===== config.mk =====
export PLATFORM = sky130hd
export DESIGN_NAME = cluster_ctrl_top
export DESIGN_NICKNAME = d
export VERILOG_FILES = /design/src/rtl/cluster_ctrl_pkg.sv /design/src/rtl/cluster_ctrl_decode.sv /design/src/rtl/cluster_ctrl_regs.sv /design/src/rtl/cluster_ctrl_top.sv
export SDC_FILE = /design/constraint.sdc
export NUM_CORES = 1
export LEC_CHECK = 0
export BUFFER_PORTS_ARGS = -buffer_cell sky130_fd_sc_hd__buf_4
export CELL_PAD_IN_SITES_DETAIL_PLACEMENT = 1
export CELL_PAD_IN_SITES_GLOBAL_PLACEMENT = 1
export CORE_MARGIN = 2
export CORE_UTILIZATION = 30
export DETAILED_ROUTE_END_ITERATION = 16
export HOLD_SLACK_MARGIN = 0.02
export PLACE_DENSITY_LB_ADDON = 0.1
export RECOVER_POWER = 25
export SLEW_MARGIN = 20
export SYNTH_ARGS = -nofsm -noshare
export SYNTH_HDL_FRONTEND = slang
export SYNTH_SLANG_ARGS = --single-unit

===== constraint.sdc =====
create_clock -name clk -period 3.9 [get_ports clk]
set_clock_uncertainty 0.05 [all_clocks]
set_input_delay 0.39 -clock clk [delete_from_list [all_inputs] [get_ports clk]]
set_output_delay 0.39 -clock clk [all_outputs]
set_load 0.02 [all_outputs]

===== src/rtl/cluster_ctrl_pkg.sv =====
package cluster_ctrl_pkg;

  localparam int DATA_W       = 32;
  localparam int CORE_FIELD_W = 4;

  // register byte offsets
  localparam int OFF_ERR     = 'h00;
  localparam int OFF_STAT    = 'h10;
  localparam int OFF_MASK    = 'h14;
  localparam int OFF_IEN     = 'h18;
  localparam int OFF_IDS     = 'h1C;
  localparam int OFF_CFG0    = 'h20;
  localparam int OFF_CFG1    = 'h24;
  localparam int OFF_VEC     = 'h40;
  localparam int OFF_ACE     = 'h80;
  localparam int OFF_SNOOP   = 'h84;
  localparam int OFF_PWR     = 'h90;
  localparam int OFF_PWRSTAT = 'h94;

  localparam logic [DATA_W-1:0] RST_VEC_LO   = 32'hFFFF_0000;
  localparam logic [DATA_W-1:0] RST_CFG0     = 32'h0000_0F0F;
  localparam logic [DATA_W-1:0] RST_ACE      = 32'h000F_000F;
  localparam logic [DATA_W-1:0] PWRSTAT_RO   = 32'h0003_000F;

  typedef enum logic [3:0] {
    SEL_NONE, SEL_ERR, SEL_STAT, SEL_MASK, SEL_IEN, SEL_IDS, SEL_CFG0,
    SEL_CFG1, SEL_VEC, SEL_ACE, SEL_SNOOP, SEL_PWR, SEL_PWRSTAT
  } regSel_e;

  // strobes from the decode control to the register datapath
  typedef struct packed {
    logic                    wr;
    logic                    rd;
    regSel_e                 sel;
    logic [CORE_FIELD_W-1:0] core;
    logic                    hiWord;
  } busCmd_t;

endpackage


===== src/rtl/cluster_ctrl_decode.sv =====
module cluster_ctrl_decode
  import cluster_ctrl_pkg::*;
#(
  parameter int ADDR_W    = 8,
  parameter int NUM_CORES = 4
) (
  input  logic              clk,
  input  logic              rstN,
  input  logic              busWrEn,
  input  logic              busRdEn,
  input  logic [ADDR_W-1:0] busAddr,
  output busCmd_t           cmd
);

  localparam logic [ADDR_W-1:0] A_ERR     = ADDR_W'(OFF_ERR);
  localparam logic [ADDR_W-1:0] A_STAT    = ADDR_W'(OFF_STAT);
  localparam logic [ADDR_W-1:0] A_MASK    = ADDR_W'(OFF_MASK);
  localparam logic [ADDR_W-1:0] A_IEN     = ADDR_W'(OFF_IEN);
  localparam logic [ADDR_W-1:0] A_IDS     = ADDR_W'(OFF_IDS);
  localparam logic [ADDR_W-1:0] A_CFG0    = ADDR_W'(OFF_CFG0);
  localparam logic [ADDR_W-1:0] A_CFG1    = ADDR_W'(OFF_CFG1);
  localparam logic [ADDR_W-1:0] A_ACE     = ADDR_W'(OFF_ACE);
  localparam logic [ADDR_W-1:0] A_SNOOP   = ADDR_W'(OFF_SNOOP);
  localparam logic [ADDR_W-1:0] A_PWR     = ADDR_W'(OFF_PWR);
  localparam logic [ADDR_W-1:0] A_PWRSTAT = ADDR_W'(OFF_PWRSTAT);
  localparam logic [ADDR_W-1:0] A_VEC     = ADDR_W'(OFF_VEC);
  localparam logic [ADDR_W:0]   A_VEC_END = (ADDR_W+1)'(OFF_VEC + 8 * NUM_CORES);

  logic              aligned;
  logic              inVec;
  logic [ADDR_W-1:0] vecOff;
  regSel_e           selRaw;

  always_comb begin
    aligned = (busAddr[1:0] == 2'b00);
    inVec   = (busAddr >= A_VEC) && ({1'b0, busAddr} < A_VEC_END);
    vecOff  = busAddr - A_VEC;
    selRaw  = SEL_NONE;
    if (inVec) begin
      selRaw = SEL_VEC;
    end else begin
      case (busAddr)
        A_ERR:     selRaw = SEL_ERR;
        A_STAT:    selRaw = SEL_STAT;
        A_MASK:    selRaw = SEL_MASK;
        A_IEN:     selRaw = SEL_IEN;
        A_IDS:     selRaw = SEL_IDS;
        A_CFG0:    selRaw = SEL_CFG0;
        A_CFG1:    selRaw = SEL_CFG1;
        A_ACE:     selRaw = SEL_ACE;
        A_SNOOP:   selRaw = SEL_SNOOP;
        A_PWR:     selRaw = SEL_PWR;
        A_PWRSTAT: selRaw = SEL_PWRSTAT;
        default:   selRaw = SEL_NONE;
      endcase
    end

    cmd        = '0;
    cmd.sel    = aligned ? selRaw : SEL_NONE;
    cmd.core   = inVec ? CORE_FIELD_W'(vecOff >> 3) : '0;
    cmd.hiWord = busAddr[2];
    cmd.wr     = busWrEn && (cmd.sel != SEL_NONE);
    cmd.rd     = busRdEn && (cmd.sel != SEL_NONE);
  end

  AST_MISALIGNED_DROP: assert property (@(posedge clk) disable iff (!rstN)
    (busAddr[1:0] != 2'b00) |-> (!cmd.wr && !cmd.rd)) else $error("misaligned access passed");

endmodule


===== src/rtl/cluster_ctrl_regs.sv =====
module cluster_ctrl_regs
  import cluster_ctrl_pkg::*;
#(
  parameter int NUM_CORES = 4
) (
  input  logic                      clk,
  input  logic                      rstN,
  input  busCmd_t                   cmd,
  input  logic [DATA_W-1:0]         wrData,
  input  logic                      evtIn,
  input  logic [NUM_CORES-1:0]      wfiIn,
  output logic [DATA_W-1:0]         rdData,
  output logic                      irqOut,
  output logic [NUM_CORES-1:0]      pwrStatOut,
  output logic [NUM_CORES-1:0]      wfiOut,
  output logic [NUM_CORES*64-1:0]   rstVecOut
);

  localparam int CORE_IDX_W = (NUM_CORES > 1) ? $clog2(NUM_CORES) : 1;

  logic [DATA_W-1:0]       errCtrl, cfg0, cfg1, aceCtrl, snoopCtrl, pwrCtrl, pwrStatReg;
  logic                    isrBit, imrBit;
  logic [NUM_CORES-1:0]    wfiSeen;
  logic [NUM_CORES*64-1:0] vecBus;
  logic [CORE_IDX_W-1:0]   coreIdx;

  function automatic logic hit(busCmd_t c, regSel_e s);
    return c.wr && (c.sel == s);
  endfunction

  // plain storage words
  always_ff @(posedge clk) begin
    if (!rstN) begin
      errCtrl    <= '0;
      cfg0       <= RST_CFG0;
      cfg1       <= '0;
      aceCtrl    <= RST_ACE;
      snoopCtrl  <= '0;
      pwrCtrl    <= '0;
      pwrStatReg <= '0;
    end else begin
      if (hit(cmd, SEL_ERR))     errCtrl    <= wrData;
      if (hit(cmd, SEL_CFG0))    cfg0       <= wrData;
      if (hit(cmd, SEL_CFG1))    cfg1       <= wrData;
      if (hit(cmd, SEL_ACE))     aceCtrl    <= wrData;
      if (hit(cmd, SEL_SNOOP))   snoopCtrl  <= wrData;
      if (hit(cmd, SEL_PWR))     pwrCtrl    <= wrData;
      if (hit(cmd, SEL_PWRSTAT)) pwrStatReg <= wrData & ~PWRSTAT_RO;
    end
  end

  // per-core boot address words
  for (genvar g = 0; g < NUM_CORES; g++) begin : gCore
    logic [DATA_W-1:0] vecLo, vecHi;
    always_ff @(posedge clk) begin
      if (!rstN) begin
        vecLo <= RST_VEC_LO;
        vecHi <= '0;
      end else if (hit(cmd, SEL_VEC) && (cmd.core == CORE_FIELD_W'(g))) begin
        if (cmd.hiWord) vecHi <= wrData;
        else            vecLo <= wrData;
      end
    end
    assign vecBus[g*64 +: 64] = {vecHi, vecLo};
  end

  assign rstVecOut = vecBus;

  // interrupt status and mask
  always_ff @(posedge clk) begin
    if (!rstN) begin
      isrBit <= 1'b0;
      imrBit <= 1'b1;
    end else begin
      if (evtIn)                                 isrBit <= 1'b1;
      else if (hit(cmd, SEL_STAT) && wrData[0])  isrBit <= 1'b0;
      if (hit(cmd, SEL_IEN) && wrData[0])        imrBit <= 1'b0;
      else if (hit(cmd, SEL_IDS) && wrData[0])   imrBit <= 1'b1;
    end
  end

  assign irqOut = isrBit & ~imrBit;

  // power-down requests and idle gating
  always_ff @(posedge clk) begin
    if (!rstN) wfiSeen <= '0;
    else       wfiSeen <= wfiIn;
  end

  assign pwrStatOut = pwrCtrl[NUM_CORES-1:0];
  assign wfiOut     = pwrCtrl[NUM_CORES-1:0] & wfiSeen;

  // read mux
  assign coreIdx = cmd.core[CORE_IDX_W-1:0];

  always_comb begin
    rdData = '0;
    if (cmd.rd) begin
      case (cmd.sel)
        SEL_ERR:     rdData = errCtrl;
        SEL_STAT:    rdData = {{(DATA_W-1){1'b0}}, isrBit};
        SEL_MASK:    rdData = {{(DATA_W-1){1'b0}}, imrBit};
        SEL_CFG0:    rdData = cfg0;
        SEL_CFG1:    rdData = cfg1;
        SEL_VEC:     rdData = vecBus[DATA_W*int'({coreIdx, cmd.hiWord}) +: DATA_W];
        SEL_ACE:     rdData = aceCtrl;
        SEL_SNOOP:   rdData = snoopCtrl;
        SEL_PWR:     rdData = pwrCtrl;
        SEL_PWRSTAT: rdData = pwrStatReg;
        default:     rdData = '0;
      endcase
    end
  end

  AST_EVT_SETS_STATUS: assert property (@(posedge clk) disable iff (!rstN)
    evtIn |=> isrBit) else $error("event did not set status");
  AST_W1C_CLEARS: assert property (@(posedge clk) disable iff (!rstN)
    (hit(cmd, SEL_STAT) && wrData[0] && !evtIn) |=> !isrBit) else $error("clear lost");
  AST_ENABLE_UNMASKS: assert property (@(posedge clk) disable iff (!rstN)
    (hit(cmd, SEL_IEN) && wrData[0]) |=> !imrBit) else $error("enable failed");
  AST_DISABLE_MASKS: assert property (@(posedge clk) disable iff (!rstN)
    (hit(cmd, SEL_IDS) && wrData[0]) |=> imrBit) else $error("disable failed");
  AST_PWRSTAT_HOLDS: assert property (@(posedge clk) disable iff (!rstN)
    !hit(cmd, SEL_PWR) |=> $stable(pwrStatOut)) else $error("power status moved");
  AST_WFI_GATED: assert property (@(posedge clk) disable iff (!rstN)
    1'b1 |=> (wfiOut == (pwrStatOut & $past(wfiIn)))) else $error("idle gating wrong");

endmodule


===== src/rtl/cluster_ctrl_top.sv =====
module cluster_ctrl_top
  import cluster_ctrl_pkg::*;
#(
  parameter int ADDR_W    = 8,
  parameter int NUM_CORES = 4
) (
  input  logic                    clk,
  input  logic                    rstN,
  input  logic                    busWrEn,
  input  logic                    busRdEn,
  input  logic [ADDR_W-1:0]       busAddr,
  input  logic [DATA_W-1:0]       busWrData,
  output logic [DATA_W-1:0]       busRdData,
  input  logic                    evtIn,
  input  logic [NUM_CORES-1:0]    wfiIn,
  output logic                    irqOut,
  output logic [NUM_CORES-1:0]    pwrStatOut,
  output logic [NUM_CORES-1:0]    wfiOut,
  output logic [NUM_CORES*64-1:0] rstVecOut
);

  busCmd_t cmd;

  cluster_ctrl_decode #(.ADDR_W(ADDR_W), .NUM_CORES(NUM_CORES)) u_decode (
    .clk     (clk),
    .rstN    (rstN),
    .busWrEn (busWrEn),
    .busRdEn (busRdEn),
    .busAddr (busAddr),
    .cmd     (cmd)
  );

  cluster_ctrl_regs #(.NUM_CORES(NUM_CORES)) u_regs (
    .clk        (clk),
    .rstN       (rstN),
    .cmd        (cmd),
    .wrData     (busWrData),
    .evtIn      (evtIn),
    .wfiIn      (wfiIn),
    .rdData     (busRdData),
    .irqOut     (irqOut),
    .pwrStatOut (pwrStatOut),
    .wfiOut     (wfiOut),
    .rstVecOut  (rstVecOut)
  );

endmodule


==> results.tsv, run 1 <==
stage	metric	value	unit
yosys	avgSynthCellArea	7.95	um^2
clock_network	post_cts_resized	0	
global_route	met1_usage	36.5	%
global_route	grt-ovfl-total	0	
worst_setup_path	required	3.46	ns
min_path	hp-class	input port to flop	
sta	rsz0062_at_grt	no	
clock_network	cts_tree	built	
die	coreArea	70000	um^2
global_route	grt_util_all_layers	25.9	%
yosys	syn-cell-area	21200	um^2
worst_setup_path	r2r_end	u_regs.gCore[3].vecLo[0]	
pwr	power_density	428	nW/um^2
placed_design	io_buffers	345	
die	die_w	270	um
yosys	synth_edf_count	0	
global_route	use_met2	40.5	%
sta	worst_slew_pin_slew	0.847	ns
pwr	p_sw	2680	uW
placed_design	place_inst	3755	
cells_and_area	synthToLayoutAreaGrowth	21.3	%
sta	setup_viol	0	
global_route	grt.busiest_layer	met2	
placed_design	hpwl	68200	um
global_route	grt_pass1_vias	20900	
job	drv_cap	0	
die	rows	97	
yosys	synthArstFlopShare	0	%
global_route	grt.met3_usage	4.65	%
pwr	power.clock.fraction	50.0	%
yosys	synth-seq-cells	480	
clock_network	cts_sinks	480	
sta	layout_min_cycle_time	3.60	ns
die	dieHeight	270	um
routing	wl_per_cell	25.3	um
yosys	ys_types	63	
sta	report.final.slew_viol_count	0	
pwr	switching_share	24.3	%
cells_and_area	final_cell_mix	891 x nand2_1, 480 x dfxtp_1, 403 x a21oi_1	
worst_setup_path	startpoint_type	input port	
cells_and_area	fin_util	36.8	%
die	start_util	30.3	%
pwr	leakage	0.00891	uW
cells_and_area	fillers	8429	
sta	relSlewSlack	43.5	%
cells_and_area	final_common_cell	nand2_1	
cells_and_area	final_area	25800	um^2
cells_and_area	drive_gt1_share	13.7	%
worst_setup_path	r2r_slack	3.02	ns
sta	hold_viol	0	
placed_design	gp_congestion	0.912	
sta	tns	0	ns
routing	drt_wl_total	97600	um
worst_setup_path	crit_arrival	3.16	ns
global_route	antenna_found_initial	1	
clock_network	cts-root-buf	clkbuf_16	
worst_setup_path	crit_type	input port to output port	
cells_and_area	multi_input_area	10400	um^2
pwr	sequentialPowerShare	44.6	%
clock_network	h-tree-depth	2	
yosys	ys_seq_area_share	45.3	%
cells_and_area	register_area	9610	um^2
cells_and_area	final_cells	3864	
die	ios	346	
die	die_area	72900	um^2
clock_network	numCtsBuffers	56	
yosys	synth.area.top_cells	dfxtp_1 45%, nand2_1 16%, a21oi_1 9.5%	
routing	drc_errors	0	
pwr	ir_drop	0.320	mV
routing	via_count	21100	
yosys	synth_top_area_cell	dfxtp_1	
routing	initialDrtViolationCount	1629	
min_path	min_path_cells	3	
yosys	synth_top_area_share	45.3	%
routing	first_pass_iters	5	
sta	max_freq	278	MHz
pwr	combPwrFrac	5.4	%
routing	ant_nets	0	
cells_and_area	final_nets	2927	
worst_setup_path	cp_max_fo	30	
yosys	yosysWarnings	0	
worst_setup_path	cp-end-kind	output port	
yosys	synth_cells	2669	
clock_network	clk_latency	0.62	ns
yosys	synthFlopType	dfxtp_1	
min_path	worstHoldEndpoint	u_regs.cfg0[13]	
routing	vias_per_cell	5.46	
min_path	min_from	busWrData[13]	
yosys	syn-num-nets	2718	
global_route	grt_pass1_wl	145000	um
clock_network	clockBufferDepth	3	
worst_setup_path	reg2reg_depth	2	
pwr	intPower	8350	uW
worst_setup_path	reg2reg_from	u_regs.gCore[3].vecLo[0]	
placed_design	place_area	24500	um^2
outcome	status	completed	
sta	min_period_over_period	92.3	%
clock_network	clk_pin_slew_worst_paths	0.06	ns
global_route	grt_max_degree	124	
final cells by class:
type                       count  share of cell area [%]
clock buffer                  86                    6.55
multi-input combinational   1906                    40.3
sequential                   480                    37.3
timing repair buffer         430                    10.3
tap                          940                    4.57
clock inverter                17                   0.860
inverter                       4                  0.0875
antenna                        1                 0.00972
worst max-delay path, cell delays in order:
cell and delay [ns]:
buf_4 0.23, nor3_1 0.18, clkbuf_1 0.45, and3_1 0.32
buf_4 0.42, and2_1 0.25, a21oi_1 0.10, a31oi_1 0.53
buf_4 0.26
registers in the layout, indices dropped and copies added, names as in the netlist, 4 cells and up:
name	cells
u_regs.snoopCtrl	32
u_regs.wfiSeen	4
u_regs.cfg1	32
u_regs.aceCtrl	32
u_regs.gCore.vecHi	128
u_regs.pwrCtrl	32
u_regs.pwrStatReg	26
u_regs.errCtrl	32
u_regs.cfg0	32
u_regs.gCore.vecLo	128
repair_timing:
action	in CTS	in global routing
hold buffers	5	0
hold endpoints to repair	5	0
setup buffers	0	0
power by group through the flow:
stage / clock network (uW) / logic (uW) / registers [uW]
finish: 5520 / 595 / 4920
global route: 5830 / 627 / 4920
CTS: 5620 / 596 / 4920
detailed placement: 0 / 591 / 5030
global placement: 0 / 582 / 5030
floorplan: 0 / 326 / 5030
Yosys cell counts, drive strengths merged (11+ instances only):
cell	number
mux4	32
nand3	117
o31ai	33
nand2	891
buf	114
a22o	27
mux2i	70
a31oi	37
nand4	38
a22oi	60
clkbuf	165
mux2	23
nor2	35
a21oi	404
and2	11
a221oi	23
dfxtp	480
o211ai	29
cell families after synthesis:
group	synth area share (%)
buffers and inverters	6.02
flip-flops	45.3
AO/OA/AOI/OAI	18.2
multiplexers	7.92
AND/OR/NAND/NOR	22.6
metrics by stage:
stage                     worst slack, ns  hold slack [ns]  total power, uW
after floorplan                      1.36            0.382             5360
after global placement              0.512            0.389             5610
after detailed placement            0.532            0.399             5620
after CTS                           0.500           0.0508            11100
after global routing                0.201           0.0728            11400
final                               0.301           0.0802            11000
metal layers:
layer / share of wire (%) / vias to the layer above
li1: - / 9602
met1: 47 / 10800
met2: 45 / 588
met3: 5.6 / 107
met4: 2.2 / 0
met5: 0 / -
worst max path at each step:
stage / startpoint / slack, ns / to / depth (start not counted)
2_1_floorplan: busAddr[7] / 1.36 / busRdData[10] / 9
3_3_place_gp: busAddr[3] / 0.51 / busRdData[0] / 9
3_5_place_dp: busAddr[3] / 0.53 / busRdData[0] / 9
4_1_cts: busAddr[3] / 0.50 / busRdData[0] / 9
5_1_grt: busAddr[3] / 0.20 / busRdData[16] / 9
6_report: busAddr[3] / 0.30 / busRdData[16] / 9
Note: power is estimated with default switching activity, not from simulation.
==> inputs of run 2 (changes only) <==
--- a/config.mk
+++ b/config.mk
@@ -5,6 +5,7 @@
 export SDC_FILE = /design/constraint.sdc
 export NUM_CORES = 1
 export LEC_CHECK = 0
+export ABC_AREA = 1
 export BUFFER_PORTS_ARGS = -buffer_cell sky130_fd_sc_hd__buf_4
 export CELL_PAD_IN_SITES_DETAIL_PLACEMENT = 1
 export CELL_PAD_IN_SITES_GLOBAL_PLACEMENT = 1
==> run 2 against run 1 <==
Compared with the run above:
- the run now ends with capacitance limit, slew limit left
- final cell count rose by 15%
- power shrank 1.1%
- die area grew 1.4%
- clock power is 2% lower
- flip-flop and latch count unchanged
- highest routed layer is now met5
==> results.tsv, run 2 <==
stage	metric	value	unit	change
global_route	grt-ovfl-total	0		unchanged
routing	ant_nets	0		unchanged
pwr	ir_drop	0.321	mV	+0.52%
sta	layout_min_cycle_time	3.64	ns	+0.0399 ns
die	start_util	30.2	%	-0.10 points
yosys	ys_types	28		-56%
routing	wirelength_met1	47200	um	+2.4%
job	drv_cap	1		+1
routing	drt_wl_total	99600	um	+2.0%
pwr	power_density	420	nW/um^2	-2.0%
routing	vias_per_cell	5.09		-6.8%
yosys	syn-cell-area	21500	um^2	+1.4%
routing	via_count	22500		+6.7%
sta	relSlewSlack	-21.7	%	-65 points
worst_setup_path	crit_type	input port to output port		
worst_setup_path	r2r_slack	2.99	ns	-0.03 ns
die	rows	98		+1.0%
worst_setup_path	required	3.46	ns	about the same
routing	highest_layer	met5		
clock_network	clockBufferDepth	3		unchanged
sta	rsz0062_at_grt	no		
pwr	leakage	0.0109	uW	+23%
outcome	status	complete, but fails checks		
worst_setup_path	cp-end-kind	output port		
routing	first_pass_iters	5		unchanged
worst_setup_path	cp_max_fo	28		-6.7%
global_route	grt_pass1_wl	145000	um	+0.25%
sta	min_period_over_period	93.3	%	+1.0 points
worst_setup_path	crit_start	busAddr[5]		
cells_and_area	final_common_cell	nand2_1		
global_route	antenna_found_initial	2		+1
routing	drc_errors	0		unchanged
sta	report.final.slew_viol_count	128		+128
placed_design	hpwl	68300	um	+0.19%
pwr	combPwrFrac	5.4	%	about the same
pwr	intPower	8220	uW	-1.6%
routing	met3_length	6740	um	+24%
placed_design	place_area	24800	um^2	+1.2%
sta	hold_viol	0		unchanged
worst_setup_path	crit_arrival	3.20	ns	+0.04 ns
routing	dr_wl_met2	42700	um	-3.1%
placed_design	gp_congestion	0.855		-6.3%
global_route	grt_max_degree	247		+99%
pwr	switching_share	24.7	%	+0.41 points
die	coreArea	71200	um^2	+1.7%
yosys	synthFlopType	dfxtp_1		
clock_network	numCtsBuffers	58		+3.6%
yosys	synth-seq-cells	480		unchanged
sta	tns	0	ns	unchanged
global_route	grt_util_all_layers	25.9	%	+0.037 points
clock_network	h-tree-depth	2		unchanged
global_route	grt_pass1_vias	21900		+4.5%
yosys	ys_seq_area_share	44.7	%	-0.62 points
worst_setup_path	reg2reg_from	u_regs.pwrCtrl[1]		
die	die_area	73900	um^2	+1.4%
routing	initialDrtViolationCount	1727		+6.0%
clock_network	cts-root-buf	clkbuf_16		
die	dieHeight	272	um	+0.68%
clock_network	clk_pin_slew_worst_paths	0.05	ns	about the same
worst_setup_path	cp-endpoint	busRdData[11]		
yosys	synth_top_area_cell	dfxtp_1		
min_path	min_path_cells	3		unchanged
cells_and_area	final_area	26000	um^2	+0.97%
yosys	synth_common_cells	825 x nand2_1, 480 x dfxtp_1, 371 x nor2_1		
min_path	hp-class	input port to flop		
cells_and_area	synthToLayoutAreaGrowth	20.9	%	
clock_network	clk_latency	0.61	ns	about the same
clock_network	cts_tree	built		
clock_network	cts_sinks	480		unchanged
cells_and_area	fillers	9063		+7.5%
yosys	synthArstFlopShare	0	%	unchanged
die	ios	346		unchanged
yosys	yosysWarnings	0		unchanged
cells_and_area	final_cell_mix	825 x nand2_1, 480 x dfxtp_1, 370 x nor2_1		
yosys	synth_cells	3206		+20%
placed_design	io_buffers	345		unchanged
cells_and_area	final_nets	3477		+19%
yosys	avgSynthCellArea	6.71	um^2	-16%
outcome	violations	capacitance limit, slew limit		
cells_and_area	drive_gt1_share	9.97	%	-3.8 points
yosys	syn-num-nets	3255		+20%
worst_setup_path	r2r_end	u_regs.pwrCtrl[1]		
die	die_w	272	um	+0.68%
pwr	power.clock.fraction	49.5	%	-0.5 points
pwr	p_sw	2700	uW	+0.59%
yosys	synth_top_area_share	44.7	%	-0.62 points
routing	wl_per_cell	22.5	um	-11%
clock_network	post_cts_resized	0		unchanged
sta	max_freq	275	MHz	-1.1%
yosys	yosysMostFrequentCell	nand2_1		
worst_setup_path	startpoint_type	input port		
yosys	synth_edf_count	0		unchanged
worst_setup_path	reg2reg_depth	4		+2
sta	setup_viol	0		unchanged
cells_and_area	reg_top3	u_regs.gCore.vecHi x128, u_regs.gCore.vecLo x128		
pwr	sequentialPowerShare	45.1	%	+0.5 points
sta	worst_slew_pin_slew	1.82	ns	+0.978 ns
yosys	synth.area.top_cells	dfxtp_1 45%, nand2_1 14%, a21oi_1 7.9%		
-- run 2: cell count changes after synthesis, moves of 32 or more --
cell      delta
mux4_2      -32
buf_2       -33
nor2_1     +337
inv_1      +321
nand2_1     -66
o21ai_0    +327
o211ai_1    +49
o31ai_1     -32
a22oi_1     -58
a31oi_1     -37
a21oi_1     -65
mux2i_1     -70
-- run 2: cell families after synthesis --
group / synth area share [%]
compound gates: 18.8
flops: 44.7
buf+inv: 10.8
simple gates: 25.8
-- run 2: cell type report --
type / count / area, um^2 / share of cell area [%]
inverters: 344 / 1290 / 4.97
well taps: 950 / 1190 / 4.57
clock buffers: 96 / 1840 / 7.06
diodes: 4 / 10.0 / 0.0385
repair buffers: 408 / 2410 / 9.26
flip-flops and latches: 480 / 9610 / 37.0
multi-input cells: 2136 / 9620 / 37.0
clock inverters: 7 / 38.8 / 0.149
-- run 2: layer usage --
| metal | global-route usage (%) | up-vias |
|---|---|---|
| met5 | 0 | - |
| met1 | 36.9 | 11000 |
| met4 | 8.23 | 2 |
| li1 | - | 10700 |
| met2 | 39.4 | 683 |
| met3 | 4.91 | 144 |
-- run 2: critical path, cell delays in order --
cell and delay (ns):
buf_4 0.14, inv_2 0.07, nand2_1 0.09, nor2_1 0.31, nand2_1 0.36, inv_2 0.70, nand2_1 0.09, o21ai_0 0.20
nand3b_1 0.21, nand4_1 0.21, nor2_1 0.18, nor2_1 0.06, buf_4 0.17
-- run 2: repair_timing --
item                      4_1_cts  5_1_grt
hold buffers                    4        0
hold endpoints to repair        4        0
buffers inserted                0        0
-- run 2: worst min-delay path by stage --
stage | from | end | slack, ns
finish | evtIn | u_regs.isrBit | 0.06
global route | evtIn | u_regs.isrBit | 0.06
CTS | evtIn | u_regs.isrBit | 0.03
detailed placement | u_regs.pwrStatReg[28] | u_regs.pwrStatReg[28] | 0.40
global placement | u_regs.pwrStatReg[30] | u_regs.pwrStatReg[30] | 0.39
floorplan | u_regs.pwrStatReg[10] | u_regs.pwrStatReg[10] | 0.38
-- run 2: stage by stage --
stage	total power, uW	hold slack (ns)	setup slack (ns)	utilization (%)	instances
2_1_floorplan	5340	0.380	1.39	-	3206
3_3_place_gp	5610	0.390	0.265	34.8	4314
3_5_place_dp	5610	0.398	0.224	34.8	4314
4_1_cts	11000	0.0293	0.217	37.5	4421
5_1_grt	11300	0.0598	0.0747	36.5	4421
6_report	10900	0.0647	0.261	36.5	4425
-- run 2: power groups by stage --
stage	sequential (uW)	clock, uW	combinational (uW)
after global routing	4920	5710	641
after floorplan	5030	0	314
after detailed placement	5030	0	586
final	4920	5400	594
after global placement	5030	0	581
after CTS	4920	5500	592
